==> config.mk <==
export PLATFORM = sky130hd
export DESIGN_NAME = pwm_pair_top
export DESIGN_NICKNAME = d
export VERILOG_FILES = /design/src/rtl/pwm_pair_pkg.sv /design/src/rtl/pwm_ctrl_regs.sv /design/src/rtl/pwm_wave_core.sv /design/src/rtl/pwm_pair_top.sv
export SDC_FILE = /design/constraint.sdc
export NUM_CORES = 1
export LEC_CHECK = 0
export BUFFER_PORTS_ARGS = -buffer_cell sky130_fd_sc_hd__buf_2
export CORE_MARGIN = 5
export CORE_UTILIZATION = 45
export CTS_BUF_LIST = sky130_fd_sc_hd__clkbuf_2 sky130_fd_sc_hd__clkbuf_4 sky130_fd_sc_hd__clkbuf_8
export DETAILED_ROUTE_END_ITERATION = 8
export PLACE_DENSITY = 0.63
export SYNTH_ARGS = -nofsm -noshare
export SYNTH_HDL_FRONTEND = slang
export SYNTH_HIERARCHICAL = 1
export SYNTH_SLANG_ARGS = --single-unit
export TNS_END_PERCENT = 30
==> constraint.sdc <==
create_clock -name clk -period 4.8 [get_ports clk]
set_clock_uncertainty 0.1 [all_clocks]
set_input_delay 0.96 -clock clk [delete_from_list [all_inputs] [get_ports clk]]
set_output_delay 0.96 -clock clk [all_outputs]
set_load 0.02 [all_outputs]
==> src/rtl/pwm_pair_pkg.sv <==
package pwm_pair_pkg;

  localparam int ADDR_W = 3;

  localparam logic [ADDR_W-1:0] A_CTRL  = 3'd0;
  localparam logic [ADDR_W-1:0] A_CFG   = 3'd1;
  localparam logic [ADDR_W-1:0] A_PER0  = 3'd2;
  localparam logic [ADDR_W-1:0] A_PER1  = 3'd3;
  localparam logic [ADDR_W-1:0] A_DUTY0 = 3'd4;
  localparam logic [ADDR_W-1:0] A_DUTY1 = 3'd5;

  typedef struct packed {
    logic cae;
    logic csel;
    logic pol;
    logic en;
  } chan_cfg_t;

endpackage

==> src/rtl/pwm_ctrl_regs.sv <==
module pwm_ctrl_regs
  import pwm_pair_pkg::*;
#(
  parameter int CH_W     = 8,
  parameter int PAIR_IDX = 3
) (
  input  logic                   clk,
  input  logic                   rst_n,
  input  logic                   wr_en,
  input  logic [ADDR_W-1:0]      wr_addr,
  input  logic [CH_W-1:0]        wr_data,
  input  logic [ADDR_W-1:0]      rd_addr,
  output logic [CH_W-1:0]        rd_data,
  output logic                   concat,
  output chan_cfg_t [1:0]        cfg,
  output logic [1:0][CH_W-1:0]   per,
  output logic [1:0][CH_W-1:0]   duty
);

  localparam int JOIN_BIT = 4 + PAIR_IDX;

  logic                 join_q, join_d;
  logic                 swait_q, swait_d;
  logic                 sfrz_q, sfrz_d;
  logic [7:0]           cfg_q, cfg_d;
  logic [1:0][CH_W-1:0] per_q, per_d;
  logic [1:0][CH_W-1:0] duty_q, duty_d;
  logic                 pair_busy;
  logic [7:0]           ctrl_view;

  assign pair_busy = cfg_q[0] | cfg_q[1];

  always_comb begin
    join_d  = join_q;
    swait_d = swait_q;
    sfrz_d  = sfrz_q;
    cfg_d   = cfg_q;
    per_d   = per_q;
    duty_d  = duty_q;
    if (wr_en) begin
      unique case (wr_addr)
        A_CTRL: begin
          if (!pair_busy) join_d = wr_data[JOIN_BIT];
          swait_d = wr_data[3];
          sfrz_d  = wr_data[2];
        end
        A_CFG:   cfg_d     = wr_data[7:0];
        A_PER0:  per_d[0]  = wr_data;
        A_PER1:  per_d[1]  = wr_data;
        A_DUTY0: duty_d[0] = wr_data;
        A_DUTY1: duty_d[1] = wr_data;
        default: ;
      endcase
    end
  end

  always_ff @(posedge clk or negedge rst_n) begin
    if (!rst_n) begin
      join_q  <= 1'b0;
      swait_q <= 1'b0;
      sfrz_q  <= 1'b0;
      cfg_q   <= '0;
      per_q   <= '0;
      duty_q  <= '0;
    end else begin
      join_q  <= join_d;
      swait_q <= swait_d;
      sfrz_q  <= sfrz_d;
      cfg_q   <= cfg_d;
      per_q   <= per_d;
      duty_q  <= duty_d;
    end
  end

  always_comb begin
    ctrl_view           = 8'h00;
    ctrl_view[JOIN_BIT] = join_q;
    ctrl_view[3]        = swait_q;
    ctrl_view[2]        = sfrz_q;
  end

  always_comb begin
    rd_data = '0;
    unique case (rd_addr)
      A_CTRL:  rd_data[7:0] = ctrl_view;
      A_CFG:   rd_data[7:0] = cfg_q;
      A_PER0:  rd_data = per_q[0];
      A_PER1:  rd_data = per_q[1];
      A_DUTY0: rd_data = duty_q[0];
      A_DUTY1: rd_data = duty_q[1];
      default: rd_data = '0;
    endcase
  end

  assign concat = join_q;
  assign per    = per_q;
  assign duty   = duty_q;

  always_comb begin
    cfg[0] = '{cae: cfg_q[6], csel: cfg_q[4], pol: cfg_q[2], en: cfg_q[0]};
    cfg[1] = '{cae: cfg_q[7], csel: cfg_q[5], pol: cfg_q[3], en: cfg_q[1]};
  end

  AST_CONCAT_LOCKED: assert property (@(posedge clk) disable iff (!rst_n)
    pair_busy |=> (join_q == $past(join_q)));

endmodule

==> src/rtl/pwm_wave_core.sv <==
module pwm_wave_core #(
  parameter int W = 8
) (
  input  logic         clk,
  input  logic         rst_n,
  input  logic         en,
  input  logic         tick,
  input  logic         center,
  input  logic         pol,
  input  logic [W-1:0] per_sh,
  input  logic [W-1:0] duty_sh,
  output logic         out
);

  localparam logic [W-1:0] ONE = W'(1);

  logic [W-1:0] cnt_q, cnt_d;
  logic [W-1:0] per_q, per_d;
  logic [W-1:0] duty_q, duty_d;
  logic         down_q, down_d;
  logic         load;

  always_comb begin
    cnt_d  = cnt_q;
    down_d = down_q;
    load   = 1'b0;
    if (!en) begin
      cnt_d  = '0;
      down_d = 1'b0;
      load   = 1'b1;
    end else if (tick) begin
      if (!center) begin
        down_d = 1'b0;
        if ((per_q == '0) || (cnt_q >= per_q - ONE)) begin
          cnt_d = '0;
          load  = 1'b1;
        end else begin
          cnt_d = cnt_q + ONE;
        end
      end else if (down_q) begin
        if (cnt_q <= ONE) begin
          cnt_d  = '0;
          down_d = 1'b0;
          load   = 1'b1;
        end else begin
          cnt_d = cnt_q - ONE;
        end
      end else if (cnt_q >= per_q) begin
        if (per_q <= ONE) begin
          cnt_d = '0;
          load  = 1'b1;
        end else begin
          cnt_d  = cnt_q - ONE;
          down_d = 1'b1;
        end
      end else begin
        cnt_d = cnt_q + ONE;
      end
    end
    per_d  = load ? per_sh  : per_q;
    duty_d = load ? duty_sh : duty_q;
  end

  always_ff @(posedge clk or negedge rst_n) begin
    if (!rst_n) begin
      cnt_q  <= '0;
      down_q <= 1'b0;
      per_q  <= '0;
      duty_q <= '0;
    end else begin
      cnt_q  <= cnt_d;
      down_q <= down_d;
      per_q  <= per_d;
      duty_q <= duty_d;
    end
  end

  assign out = (en && (cnt_q < duty_q)) ? pol : ~pol;

  AST_IDLE_WHEN_OFF: assert property (@(posedge clk) disable iff (!rst_n)
    !en |=> (cnt_q == '0));

  AST_HOLD_WITHOUT_TICK: assert property (@(posedge clk) disable iff (!rst_n)
    (en && !tick) |=> (cnt_q == $past(cnt_q)));

  AST_COUNT_IN_RANGE: assert property (@(posedge clk) disable iff (!rst_n)
    cnt_q <= per_q);

  AST_BUFFER_HOLD: assert property (@(posedge clk) disable iff (!rst_n)
    (en && !load) |=> ($stable(per_q) && $stable(duty_q)));

endmodule

==> src/rtl/pwm_pair_top.sv <==
module pwm_pair_top
  import pwm_pair_pkg::*;
#(
  parameter int CH_W     = 8,
  parameter int PAIR_IDX = 3
) (
  input  logic            clk,
  input  logic            rst_n,
  input  logic            clk_en_a,
  input  logic            clk_en_b,
  input  logic            wr_en,
  input  logic [2:0]      wr_addr,
  input  logic [CH_W-1:0] wr_data,
  input  logic [2:0]      rd_addr,
  output logic [CH_W-1:0] rd_data,
  output logic [1:0]      pwm_out
);

  localparam int WIDE_W = 2 * CH_W;

  logic [1:0]           rst_sync_q;
  logic                 rst_n_int;
  logic                 concat;
  chan_cfg_t [1:0]      cfg;
  logic [1:0][CH_W-1:0] per;
  logic [1:0][CH_W-1:0] duty;
  logic [1:0]           solo_out;
  logic                 wide_out;
  logic                 wide_en;
  logic                 wide_tick;

  always_ff @(posedge clk or negedge rst_n) begin
    if (!rst_n) rst_sync_q <= 2'b00;
    else        rst_sync_q <= {rst_sync_q[0], 1'b1};
  end
  assign rst_n_int = rst_sync_q[1];

  pwm_ctrl_regs #(.CH_W(CH_W), .PAIR_IDX(PAIR_IDX)) i_regs (
    .clk     (clk),
    .rst_n   (rst_n_int),
    .wr_en   (wr_en),
    .wr_addr (wr_addr),
    .wr_data (wr_data),
    .rd_addr (rd_addr),
    .rd_data (rd_data),
    .concat  (concat),
    .cfg     (cfg),
    .per     (per),
    .duty    (duty)
  );

  for (genvar g = 0; g < 2; g++) begin : g_solo
    logic solo_en;
    logic solo_tick;
    assign solo_en   = cfg[g].en & ~concat;
    assign solo_tick = cfg[g].csel ? clk_en_b : clk_en_a;
    pwm_wave_core #(.W(CH_W)) i_core (
      .clk     (clk),
      .rst_n   (rst_n_int),
      .en      (solo_en),
      .tick    (solo_tick),
      .center  (cfg[g].cae),
      .pol     (cfg[g].pol),
      .per_sh  (per[g]),
      .duty_sh (duty[g]),
      .out     (solo_out[g])
    );
  end

  assign wide_en   = cfg[1].en & concat;
  assign wide_tick = cfg[1].csel ? clk_en_b : clk_en_a;

  pwm_wave_core #(.W(WIDE_W)) i_wide (
    .clk     (clk),
    .rst_n   (rst_n_int),
    .en      (wide_en),
    .tick    (wide_tick),
    .center  (cfg[1].cae),
    .pol     (cfg[1].pol),
    .per_sh  ({per[0], per[1]}),
    .duty_sh ({duty[0], duty[1]}),
    .out     (wide_out)
  );

  assign pwm_out[0] = concat ? 1'b0     : solo_out[0];
  assign pwm_out[1] = concat ? wide_out : solo_out[1];

  AST_SOLO_IDLE_IN_CONCAT: assert property (@(posedge clk) disable iff (!rst_n_int)
    concat |-> (solo_out[0] == ~cfg[0].pol));

endmodule

### After elaboration in Yosys (flattened, before gate mapping)

Index checks and enable logic that the tools add are counted.

| cells by class | value |
|---|---|
| multiply operators | 0 |
| magnitude comparators | 15 |
| eq/ne operators | 13 |
| shift-type cells | 0 |
| divide/modulo/power cells | 0 |
| reductions and logical operators | 18 |
| bitwise gates (word level) | 8 |
| add/subtract/negate cells | 9 |
| mux-type cells | 77 |

Operator list:

| operator | count |
|---|---|
| 16-bit two-way mux | 8 |
| 8-bit two-way mux | 16 |
| 1-bit two-way mux | 52 |
| 8-bit case mux with 6 select lines | 1 |
| 16-bit greater-or-equal comparator | 2 |
| 8-bit greater-or-equal comparator | 4 |
| 16-bit by 1-bit <= comparator with 1-bit output, second input constant | 2 |
| 8-bit by 1-bit <= comparator with 1-bit output, second input constant | 4 |
| 16-bit by 1-bit subtractor with 16-bit output, second input constant | 2 |
| 8-bit by 1-bit subtractor with 8-bit output, second input constant | 4 |
| 16-bit by 1-bit adder with 16-bit output, second input constant | 1 |
| 8-bit by 1-bit adder with 8-bit output, second input constant | 2 |
| 16-bit zero test | 1 |
| 8-bit zero test | 2 |
| 16-bit < comparator | 1 |
| 8-bit < comparator | 2 |
| 3-bit by 2-bit == test with 1-bit output, second input constant | 4 |
| 3-bit == test, second input constant | 4 |
| 2-bit AND reduction | 6 |
| 3-bit by 1-bit == test with 1-bit output, second input constant | 2 |
| 3-bit zero test | 2 |
| 2-bit != test, second input constant | 3 |
| 1-bit inverter | 4 |
| 1-bit AND | 3 |
| other kinds (4) | 8 |

| storage, ports and cells | value |
|---|---|
| word-level logic and storage cells | 161 |
| bits in registers | 144 |
| memory bits (writable) | 0 |
| input port bits | 19 |
| ROM bits | 0 |
| output and inout bits | 10 |
| latch bits | 0 |
| memories kept | 0 |

### Depth between registers and ports, before layout

| depth | value |
|---|---|
| word-level depth | 7 |
| mapped depth | 15 |
| gate-level depth less buffers | 14 |

### By module

The synthesis kept the hierarchy.

Modules (own cells, without submodules):

| module | cells each | area each (um^2) | times used | seq. area each (um^2) |
|---|---|---|---|---|
| pwm_wave_core (i_wide) | 495 | 4419.2 | 1 | 1226.2 |
| pwm_wave_core (g_solo[1].i_core) | 250 | 2287.2 | 1 | 625.6 |
| pwm_wave_core (g_solo[0].i_core) | 235 | 2202.1 | 1 | 625.6 |
| pwm_ctrl_regs | 146 | 2060.7 | 1 | 1076.0 |
| pwm_pair_top | 10 | 125.1 | 1 | 50.0 |

### Worst setup path before layout

Ideal clock, no wire load.

| path | value |
|---|---|
| kind | register -> register |
| from | register i_wide.per_q[2] |
| to | register i_wide.duty_q[10] |
| cell stages (with the launch flop) | 13 |
| data required time | 4.575 ns |
| period minus slack after synthesis | 3.513 ns |
| setup time | 0.125 ns |
| data arrival time | 3.289 ns |
| setup slack | 1.287 ns |
| buffers on the path | 1 |
| cells stage by stage | dfrtp_1 > nor4_1 > and3_1 > xnor2_1 > ha_1 > a211oi_1 > nor2_1 > a2111oi_0 > a21oi_1 > nor3b_1 > o21ai_2 > buf_6 > mux2_2 |

| on the way | value |
|---|---|
| cells in the longest elaborated chain, start to end | 7 |
| elaborated cells on any way between the ends | 13 |
| classes of those cells | add/sub (1); order compare (3); mux (7); reduce/logical (2) |

Ends and longest elaborated chain:

| item | RTL line | source |
|---|---|---|
| start, declared | pwm_wave_core.sv:18 | `logic [W-1:0] per_q, per_d;` |
| start signal, assigned | pwm_wave_core.sv:73 | `per_q <= per_d;` |
| 16-bit by 1-bit subtractor with 16-bit output or 16-bit by 1-bit <= comparator with 1-bit output (tied branches) | pwm_wave_core.sv:34, pwm_wave_core.sv:49 |  |
| 16-bit greater-or-equal comparator or 1-bit two-way mux (tied branches) | pwm_wave_core.sv:34, pwm_wave_core.sv:49 |  |
| 1-bit logical OR or 1-bit two-way mux (tied branches) | pwm_wave_core.sv:34, pwm_wave_core.sv:48 |  |
| 1-bit two-way mux, on equally long branches | pwm_wave_core.sv:34, pwm_wave_core.sv:40 |  |
| 1-bit two-way mux * | pwm_wave_core.sv:32 | `if (!center) begin` |
| 1-bit two-way mux * | pwm_wave_core.sv:31 | `end else if (tick) begin` |
| 1-bit two-way mux * | pwm_wave_core.sv:27 | `if (!en) begin` |
| end signal, assigned | pwm_wave_core.sv:74 | `duty_q <= duty_d;` |
| end, declared | pwm_wave_core.sv:19 | `logic [W-1:0] duty_q, duty_d;` |

Every way passes the cells marked *; elsewhere a longest branch is shown, timed or not.
A chain may end at the register's enable or synchronous reset.

### Worst setup path after layout

| path | value |
|---|---|
| from | register i_wide.cnt_q[5] |
| to | output port pwm_out[1] |

| on the way | value |
|---|---|
| cells in the longest elaborated chain, start to end | 4 |

Ends and longest elaborated chain:

| item | RTL line | source |
|---|---|---|
| start, declared | pwm_wave_core.sv:17 | `logic [W-1:0] cnt_q, cnt_d;` |
| start signal, assigned | pwm_wave_core.sv:71 | `cnt_q <= cnt_d;` |
| 16-bit < comparator | pwm_wave_core.sv:78 | `assign out = (en && (cnt_q < duty_q)) ? pol : ~pol;` |
| 1-bit logical AND | pwm_wave_core.sv:78 |  |
| 1-bit two-way mux | pwm_wave_core.sv:78 |  |
| named net wide_out | pwm_pair_top.sv:28 | `logic wide_out;` |
| 1-bit two-way mux | pwm_pair_top.sv:86 | `assign pwm_out[1] = concat ? wide_out : solo_out[1];` |
| end, declared | pwm_pair_top.sv:16 | `output logic [1:0] pwm_out` |

The timed path passes the listed nets, and every way through them passes these cells.

==> results.py <==
metrics = {
    "status": {
        "outcome": "finished, final reports clean",
    },
    "finish": {
        "seqCellArea_mm2": 0.00361,
        "diodes": 0,
        "num-fill-cells": 2221,
        "drive_above_1_share_pct": 19.4,
        "multi_input_area_mm2": 0.00686,
        "nets": 1272,
        "post-route-util_pct": 48.7,
        "syn_to_final_growth_pct": 6.66,
        "postLayoutCellArea_mm2": 0.0118,
    },
    "timing": {
        "hold_viol": 0,
        "fmax_ghz": 0.229,
        "worstMarginPinSlew_ps": 1120,
        "relSlewSlack_pct": 24.0,
        "fin_crit_sh_pct": 90.9,
        "setup_viol": 0,
        "fin_crit_ps": 4360,
        "rsz0062_at_grt": "false",
        "slew_violations": 0,
        "fin_tns_setup_ps": 0,
    },
    "clock_tree": {
        "path_clk_slew_ps": 120,
        "cts_tree": "done",
        "ctsHtreeMaxLevel": 4,
        "cts_made_buffers": 17,
        "cts_buffer_depth": 2,
        "postCtsHoldBufs": 0,
        "clkSinkCount": 144,
        "postCtsSetupRepairBufs": 0,
        "clock-root-buffer": "clkbuf_8",
        "clock_latency_ps": 480,
        "cts_resized": 0,
    },
    "placed_design": {
        "dp_hpwl_um": 21600,
        "gp_congestion": 0.890,
        "io_buffers": 28,
        "placed_area_mm2": 0.0114,
    },
    "yosys": {
        "synthSimpleGateAreaFrac_pct": 16.0,
        "yosysTopAreaCellShare_pct": 32.5,
        "yosysUniqueCellTypes": 93,
        "ys_warn_count": 6,
        "yosys.area_share.adder_pct": 12.3,
        "syn_nets": 1264,
        "synthCells": 1136,
        "synth_area_leaders": "dfrtp_1, ha_1, mux2_2",
        "ys_seq_area_share_pct": 32.5,
        "synth_flop_cell": "dfrtp_1",
        "synth_compound_area_share_pct": 15.4,
        "syn_area_per_cell_um2": 9.77,
        "synthXorXnorAreaFrac_pct": 4.42,
        "synth-seq-cells": 144,
        "synth_edf_count": 0,
        "synth_top_family_by_area": "simple AND/OR/NAND/NOR gates",
        "syn_area_mm2": 0.0111,
        "synth-async-reset-ratio_pct": 100,
        "yosys-mux-area-fraction_pct": 13.6,
        "yosysTopAreaCell": "dfrtp_1",
    },
    "drt": {
        "ant_nets": 0,
        "met2_length_um": 13500,
        "drt_wl_total_um": 29100,
        "num_vias": 8830,
        "routedWlPerCell_um": 19.7,
        "via_per_inst": 5.96,
        "highest_layer": "met4",
        "drt_iter0_markers": 724,
        "post-route-drc-count": 0,
        "wl_met3_um": 1810,
        "drt_pass1_iterations": 5,
        "wirelength_met1_um": 13300,
    },
    "global_routing": {
        "antenna_found_initial": 0,
        "grt_pass1_wl_um": 47400,
        "gr-usage-all-layers_pct": 21.1,
        "grt-ovfl-total": 0,
        "grt_max_degree": 64,
        "grt_pass1_vias": 8626,
    },
    "worst_setup_path": {
        "crit_path_end_kind": "primary output",
        "r2r-end": "i_wide/cnt_q[11]$_DFFE_PN0P_",
        "ff2ff_setup_slack_ps": 900,
        "worstPathArrival_ps": 3300,
        "crit_type": "reg2out",
        "startpoint_type": "flop",
        "path_max_fanout": 13,
        "reg2reg_from": "i_wide/per_q[0]$_DFFE_PN0P_",
        "r2r_cells": 13,
        "cp.required_ps": 3740,
    },
    "floorplan": {
        "core-area_mm2": 0.0243,
        "ios": 29,
        "die_y_um": 167,
        "dieArea_mm2": 0.0279,
        "rows": 57,
        "initial_core_util_pct": 45.6,
        "die_x_um": 167,
    },
    "min_path": {
        "hold_class": "in2async",
    },
    "power": {
        "power.density_mw_per_mm2": 396,
        "power.leakage_nw": 5.45,
        "peakVddDrop_mv": 0.250,
    },
    "run": {
        "drv_cap": 0,
    },
}
==> per-stage QoR <==
stage | hold WS (ps) | std cells | setup WS [ps] | power, W
finish | 138 | 1481 | 438 | 0.00469
global placement | 241 | 1449 | 987 | 0.00363
detailed placement | 247 | 1449 | 904 | 0.00368
global route | 90.7 | 1481 | 260 | 0.00503
floorplan | 231 | 1136 | 391 | 0.00317
CTS | 111 | 1481 | 428 | 0.00471
==> layer usage <==
| layer | up-vias | track usage, % |
|---|---|---|
| li1 | 4174 | - |
| met1 | 4329 | 29.6 |
| met2 | 287 | 33.6 |
| met3 | 40 | 3.84 |
| met4 | 0 | 5.98 |
| met5 | - | 0 |
==> kinds of logic (layout without fill, tap and decap cells) <==
family	count (synthesis)	after routing
AO/OA/AOI/OAI	238	238
multiplexers	129	129
adder cells (fa/ha/maj)	109	109
flip-flops	144	144
other	1	1
AND/OR/NAND/NOR	325	325
buffers and inverters	134	155
XOR/XNOR	56	56
==> sequential cells by signal (all words and copies together), names as in the netlist, 2 cells and up <==
signal	flops
g_solo.i_core/cnt_q	16
i_wide/per_q	16
i_regs/duty	16
g_solo.i_core/duty_q	16
i_wide/duty_q	16
g_solo.i_core/down_q	2
i_wide/cnt_q	16
g_solo.i_core/per_q	16
rst_sync_q	2
i_regs/per	16
i_regs/cfg_q	8
==> report_power, final <==
part	internal [W]	switching (W)	total, W
Sequential	0.00149	0.000411	0.00190
Clock	0.000407	0.000615	0.00102
Combinational	0.000846	0.000916	0.00176
==> worst max-delay path: stages (launching register included) <==
cell and delay, ps:
dfrtp_1 580, ha_1 300, or4_1 540, a211o_1 300, a221oi_1 310, o21ai_0 150, xor2_1 170, mux2_4 290
buf_2 170
==> cells in the final DEF (no fill, tap or decap), drive strengths merged, types with 10 or more instances in the layout <==
master,synthesis,layout
and2,14,14
nor4,17,17
clkbuf,24,17
o21a,10,10
inv,87,92
nor3,29,29
nand2b,12,12
a21o,12,12
clkinv,0,10
a31oi,10,10
nor2b,16,16
xnor2,44,44
dfrtp,144,144
o31ai,10,10
nand4,10,10
a32oi,11,11
mux2,118,118
and3,14,14
a21oi,43,43
ha,109,109
nand2,75,75
nor2,63,63
o21ai,50,50
buf,22,36
nand3,34,34
xor2,12,12
==> how the worst max path moves through the flow <==
stage	startpoint	endpoint	depth (start not counted)
after floorplan	rst_sync_q[1]$_DFF_PN0_	g_solo[0].i_core/cnt_q[0]$_DFFE_PN0P_	0
after global placement	g_solo[1].i_core/per_q[0]$_DFFE_PN0P_	g_solo[1].i_core/duty_q[7]$_DFFE_PN0P_	12
after detailed placement	g_solo[1].i_core/per_q[0]$_DFFE_PN0P_	g_solo[1].i_core/duty_q[6]$_DFFE_PN0P_	12
after CTS	i_wide/cnt_q[5]$_DFFE_PN0P_	pwm_out[1]	8
after global routing	i_wide/cnt_q[5]$_DFFE_PN0P_	pwm_out[1]	8
final	i_wide/cnt_q[5]$_DFFE_PN0P_	pwm_out[1]	8
==> cell usage after synthesis, types with 5 or more instances <==
| master | number |
|---|---|
| a211o_1 | 6 |
| o31ai_1 | 9 |
| o221ai_1 | 9 |
| xnor2_1 | 44 |
| and4_1 | 6 |
| a31oi_1 | 10 |
| or3_1 | 5 |
| nand2b_1 | 12 |
| buf_6 | 12 |
| o211ai_1 | 8 |
| mux2_2 | 106 |
| nand3_1 | 33 |
| a21o_1 | 12 |
| o211a_1 | 5 |
| xor2_1 | 12 |
| a21oi_1 | 42 |
| ha_1 | 109 |
| buf_4 | 5 |
| mux2i_1 | 9 |
| o21a_1 | 10 |
| or4_1 | 6 |
| a21boi_0 | 5 |
| a211oi_1 | 7 |
| clkbuf_1 | 24 |
| inv_1 | 87 |
| nor4_1 | 16 |
| nor2b_1 | 16 |
| nor3_1 | 28 |
| and2_1 | 11 |
| dfrtp_1 | 144 |
| nor2_1 | 63 |
| nand4_1 | 10 |
| o21ai_0 | 48 |
| a22oi_1 | 8 |
| and3_1 | 12 |
| a32oi_1 | 11 |
| nand2_1 | 74 |
| mux2_4 | 11 |
==> layout make-up <==
cell class,count,area share [%]
clock buffers,17,1.98
well taps,324,3.43
repair buffers,36,1.69
flip-flops and latches,144,30.5
clock inverters,15,1.72
multi-input cells,858,57.9
inverters,87,2.76
(Power assumes the default switching activity.)
